$ cat config.mk
export PLATFORM = sky130hd
export DESIGN_NAME = xbus_master
export DESIGN_NICKNAME = d
export VERILOG_FILES = /design/src/rtl/xbus_master.sv
export SDC_FILE = /design/constraint.sdc
export NUM_CORES = 1
export LEC_CHECK = 0
export BUFFER_PORTS_ARGS = -buffer_cell sky130_fd_sc_hd__buf_4
export CORE_MARGIN = 1.5
export CORE_UTILIZATION = 25
export DETAILED_ROUTE_END_ITERATION = 10
export PLACE_DENSITY_LB_ADDON = 0.08
export SLEW_MARGIN = 20
export SYNTH_ARGS = -nofsm -noshare
export SYNTH_HDL_FRONTEND = slang
export SYNTH_SLANG_ARGS = --single-unit
export TNS_END_PERCENT = 1
$ cat constraint.sdc
create_clock -name clk -period 5.36 [get_ports clk]
set_input_delay 0.268 -clock clk [delete_from_list [all_inputs] [get_ports clk]]
set_output_delay 0.268 -clock clk [all_outputs]
set_load 0.005 [all_outputs]
$ cat src/rtl/xbus_master.sv
module xbus_master #(
  parameter int ADDR_W = 32
) (
  input  logic              clk,
  input  logic              rst_n,
  input  logic              s_req,
  input  logic              s_write,
  input  logic [1:0]        s_space,
  input  logic [1:0]        s_width,
  input  logic [1:0]        s_type,
  input  logic [ADDR_W-1:0] s_addr,
  input  logic [63:0]       s_wdata,
  output logic              s_done,
  output logic              s_berr,
  input  logic              d_req,
  input  logic              d_write,
  input  logic [1:0]        d_space,
  input  logic [1:0]        d_width,
  input  logic [1:0]        d_type,
  input  logic [ADDR_W-1:0] d_addr,
  input  logic [63:0]       d_wdata,
  output logic              d_done,
  output logic              d_err,
  output logic [63:0]       rsp_rdata,
  output logic              bus_valid,
  output logic              bus_write,
  output logic [1:0]        bus_space,
  output logic [1:0]        bus_width,
  output logic [1:0]        bus_type,
  output logic [ADDR_W-1:0] bus_addr,
  output logic [31:0]       bus_wdata,
  input  logic              bus_ack,
  input  logic [31:0]       bus_rdata,
  input  logic [3:0]        bus_rpar,
  input  logic              err_clr,
  output logic              err_valid,
  output logic [ADDR_W-1:0] err_addr
);

  localparam logic [1:0] SP_A16 = 2'd0, SP_RSV = 2'd3;
  localparam logic [1:0] WD_D08 = 2'd0, WD_D16 = 2'd1, WD_D32 = 2'd2, WD_D64 = 2'd3;
  localparam logic [1:0] TY_BLK = 2'd1, TY_BST = 2'd3;
  localparam int LANES = 4;

  function automatic logic req_ok(input logic [1:0] sp, input logic [1:0] wd,
                                  input logic [1:0] ty, input logic from_s);
    logic bad;
    bad = (sp == SP_RSV) ||
          ((sp == SP_A16) && ((wd == WD_D64) || (ty == TY_BLK) || (ty == TY_BST))) ||
          (from_s && (ty == TY_BST));
    return !bad;
  endfunction

  logic              busy, beat, src_s, r_write, perr;
  logic [1:0]        r_space, r_width, r_type;
  logic [ADDR_W-1:0] r_addr, pend_addr;
  logic [63:0]       r_wdata;

  wire              take   = (s_req || d_req) && !busy && !s_done && !d_done;
  wire              pick_s = s_req;
  wire [1:0]        n_space = pick_s ? s_space : d_space;
  wire [1:0]        n_width = pick_s ? s_width : d_width;
  wire [1:0]        n_type  = pick_s ? s_type  : d_type;
  wire              n_ok    = req_ok(n_space, n_width, n_type, pick_s);

  assign bus_valid = busy;
  assign bus_write = r_write;
  assign bus_space = r_space;
  assign bus_type  = r_type;
  assign bus_width = (r_width == WD_D64) ? WD_D32 : r_width;
  assign bus_addr  = beat ? r_addr + ADDR_W'(4) : r_addr;
  assign bus_wdata = beat ? r_wdata[63:32] : r_wdata[31:0];

  logic [LANES-1:0] lanes, lane_odd;
  always_comb begin
    case (r_width)
      WD_D08:  lanes = 4'b0001 << r_addr[1:0];
      WD_D16:  lanes = r_addr[1] ? 4'b1100 : 4'b0011;
      default: lanes = 4'b1111;
    endcase
  end

  for (genvar i = 0; i < LANES; i++) begin : g_par
    assign lane_odd[i] = ^{bus_rdata[8*i +: 8], bus_rpar[i]};
  end

  wire              beat_perr = !r_write && |(lanes & ~lane_odd);
  wire              perr_any  = perr || beat_perr;
  wire [ADDR_W-1:0] fail_addr = perr ? pend_addr : bus_addr;
  wire              last_beat = (r_width != WD_D64) || beat;
  wire              beat_end  = busy && bus_ack;
  wire              err_set   = beat_end && last_beat && !src_s && perr_any;

  always_ff @(posedge clk) begin
    if (!rst_n) begin
      busy      <= 1'b0;
      beat      <= 1'b0;
      src_s     <= 1'b0;
      r_write   <= 1'b0;
      r_space   <= '0;
      r_width   <= '0;
      r_type    <= '0;
      r_addr    <= '0;
      r_wdata   <= '0;
      perr      <= 1'b0;
      pend_addr <= '0;
      s_done    <= 1'b0;
      s_berr    <= 1'b0;
      d_done    <= 1'b0;
      d_err     <= 1'b0;
      rsp_rdata <= '0;
    end else begin
      s_done <= 1'b0;
      s_berr <= 1'b0;
      d_done <= 1'b0;
      d_err  <= 1'b0;
      if (take) begin
        if (!n_ok) begin
          s_done <= pick_s;
          s_berr <= pick_s;
          d_done <= !pick_s;
          d_err  <= !pick_s;
        end else begin
          busy    <= 1'b1;
          beat    <= 1'b0;
          perr    <= 1'b0;
          src_s   <= pick_s;
          r_write <= pick_s ? s_write : d_write;
          r_space <= n_space;
          r_width <= n_width;
          r_type  <= n_type;
          r_addr  <= pick_s ? s_addr  : d_addr;
          r_wdata <= pick_s ? s_wdata : d_wdata;
        end
      end else if (beat_end) begin
        if (!r_write) begin
          if (beat) rsp_rdata[63:32] <= bus_rdata;
          else      rsp_rdata        <= {32'h0, bus_rdata};
        end
        if (last_beat) begin
          busy   <= 1'b0;
          beat   <= 1'b0;
          s_done <= src_s;
          s_berr <= src_s && perr_any;
          d_done <= !src_s;
        end else begin
          beat      <= 1'b1;
          perr      <= perr_any;
          pend_addr <= fail_addr;
        end
      end
    end
  end

  always_ff @(posedge clk) begin
    if (!rst_n) begin
      err_valid <= 1'b0;
      err_addr  <= '0;
    end else if (err_set && (!err_valid || err_clr)) begin
      err_valid <= 1'b1;
      err_addr  <= fail_addr;
    end else if (err_clr) begin
      err_valid <= 1'b0;
    end
  end

endmodule


==> results.yml <==
setup_path:
  endpoint: "err_addr[31]"
  crit_arrival_ps: 3700
  crit_path_cell_trace: "dlygate4sd3_1 -> buf_4 -> xor2_1 -> xnor3_1 -> xnor2_1 -> a22oi_1 -> a21o_1 -> nand2_1 -> a211oi_1"
  ff2ff_setup_slack_ps: 2460
  reg2reg_depth: 7
  worst-setup-path-type: "in -> reg"
  r2r_start: "r_width[1]"
  crit_path_max_fanout: 21
  required_ps: 5820
  crit_path_start: "bus_rdata[27]"
  cpMaxStageDelayCell: "a21o_1"
  slowest_delay_ps: 690
  critical_path.startpoint_type: "input pin"
  r2r_end: "err_addr[31]"
  end_kind: "flip-flop"
floorplan:
  initial_utilization_pct: 25.5
  io_pins: 421
  die_area_um2: 46500
  dieWidth_um: 216
  row_count: 77
  core_area_um2: 44400
  die_y_um: 216
job:
  maxCapViolations: 0
sta:
  post-route-min-period_ps: 3240
  slew_violations: 0
  period_share_pct: 60.4
  setup_violations: 0
  slew_headroom_pct: 37.8
  clock.fmax_mhz: 309
  rsz0062_at_grt: "no"
  tightest_slew_ps: 931
  setup_ws_ps: 2120
  skew_ps: 11.2
  hold_viol_final: 0
  tns_ps: 0
  hold_ws_ps: 39.0
clock_tree:
  cts_tree: "built"
  cts.clk_slew.worst_paths_ps: 60
  clk_latency_ps: 550
  clockRootBuffer: "clkbuf_16"
  ctsLongestPathBuffers: 3
  cts_hold_buf: 32
  cts_sinks: 240
  cts-buffers-inserted: 28
  cts_resized: 0
  h-tree-depth: 1
  post_cts_buffers: 0
logic_synthesis:
  synth_seq_area_share_pct: 42.5
  synthFlopType: "dfxtp_1"
  synth.cell_area_um2: 11300
  synthCells: 1280
  synth_edf_count: 0
  async_reset_ff_share_pct: 0
  yosys_warnings: 0
  synth.distinct_cells: 53
  syn_nets: 1529
  ys_ff_latch: 240
  syn_avg_cell_area_um2: 8.84
cells_and_area:
  synthToLayoutAreaGrowth_pct: 42.6
  nNetsFinal: 1910
  final_common_cell: "buf_4"
  drive_gt1_share_pct: 32.3
  layout_common_cells: "426 x buf_4, 239 x dfxtp_1, 178 x nand2_1, 130 x mux2i_1, 124 x nor2_1"
  final_cells: 2274
  design_area_um2: 16100
grt:
  antenna_found_initial: 2
  grt_usage_pct: 17.7
  grt_pass1_vias: 10200
  grt_pass1_wl_um: 63500
  overflow: 0
  grt_max_degree: 157
place:
  dp.cells: 2191
  place_ws_ps: 2100
  dp_hpwl_um: 31300
  numPortBuffers: 420
  routabilityCongestion: 0.822
  dpl-instance-area_um2: 14800
route:
  avgViaCountPerCell: 4.61
  wirelength_um: 42700
  dr.pass1.iters: 5
  antenna_left: 0
  via_count: 10500
  drt_iter0_drc: 614
  wl_per_cell_um: 18.8
  drc: 0
pwr:
  powerDensity_nw_per_um2: 324
  ir_worst_vdd_mv: 0.189
  p_leak_nw: 6.87
run_status:
  outcome: "complete, no violations"
hold_path:
  hold_start: "err_clr"
  hp-class: "in -> reg"
  min_path_cells: 4
-- cells by family (layout without fill, tap and decap cells) --
kind of cell,Yosys count,after routing,share of synthesized area [%]
AOI/OAI and AO/OA,256,256,15.1
xor gates and xnor gates,56,56,4.82
muxes,173,173,15.8
and+or+nand+nor,432,432,16.9
buffers and inverters,122,522,4.83
adders and majority gates,1,1,0.111
DFF,240,240,42.5
other,0,2,0
-- layer usage --
layer | global-route usage, % | routed length [um]
met4 | 5.13 | 897
met5 | 0 | 0
met1 | 24.2 | 19900
met3 | 3.75 | 2500
met2 | 27.9 | 19400
-- registers in the layout, summed over array words and instances (netlist names) --
name,cells
d_err,1
err_valid,1
pend_addr,32
s_done,1
bus_type,2
err_addr,32
s_berr,1
rsp_rdata,64
perr,1
d_done,1
beat,1
r_width,2
src_s,1
bus_write,1
bus_space,2
r_wdata,64
bus_valid,1
r_addr,32
-- where the power goes --
group	switching [W]	total (W)	internal, W
clock	0.000771	0.00204	0.00127
combinational	0.000586	0.00112	0.000534
sequential	0.000127	0.00206	0.00194
total	0.00148	0.00522	0.00374
-- area by class of cell --
| class | count | area, um^2 |
|---|---|---|
| fill | 4633 | 28300 |
| multi-input combinational | 918 | 5980 |
| sequential | 240 | 4810 |
| timing repair buffer | 461 | 3570 |
| clock buffer | 41 | 841 |
| tap | 592 | 741 |
| clock inverter | 8 | 140 |
| inverter | 12 | 50.0 |
| antenna | 2 | 5.00 |
-- Yosys cell counts, types with 3 or more instances --
cell      count  area share [%]
dfxtp_1     240              42
nand2_1     178             5.9
mux2i_1     130              12
nor2_1      127             4.2
a211oi_1    107             7.1
a21oi_1      89             3.9
clkbuf_1     66             2.2
nand3_1      45             2.0
mux2_2       43             4.3
xnor2_1      27             2.1
o21ai_0      26             1.2
xor2_1       25             1.9
nand4_1      24             1.3
buf_2        20            0.88
and2_1       12            0.66
buf_1        11            0.36
inv_1        11            0.36
nor4_1       11            0.61
o31ai_2      10             1.1
nor2b_1       8            0.44
nor3_1        8            0.35
buf_4         7            0.46
o31ai_1       5            0.33
xnor3_1       4            0.80
and3b_1       3            0.23
nand3b_1      3            0.20
o211ai_1      3            0.20
or3_1         3            0.17
-- metrics by stage --
step	power [W]	utilization, %
after global routing	0.00552	36.3
after detailed placement	0.00322	33.4
final	0.00522	36.3
after global placement	0.00321	33.4
after CTS	0.00532	36.3
after floorplan	0.00266	-
-- critical path, delay by kind of cell --
family | cells | cell delay (ps)
buffers and inverters | 2 | 700
xor gates and xnor gates | 3 | 790
AOI/OAI and AO/OA | 3 | 1310
and+or+nand+nor | 1 | 630
-- worst min path at each step --
stage                          to  slack [ps]
floorplan            rsp_rdata[0]         400
global placement    pend_addr[13]         440
detailed placement  pend_addr[13]         450
CTS                     err_valid           4
global route            err_valid          40
finish                  err_valid          40
Note: power is estimated with default switching activity, not from simulation.
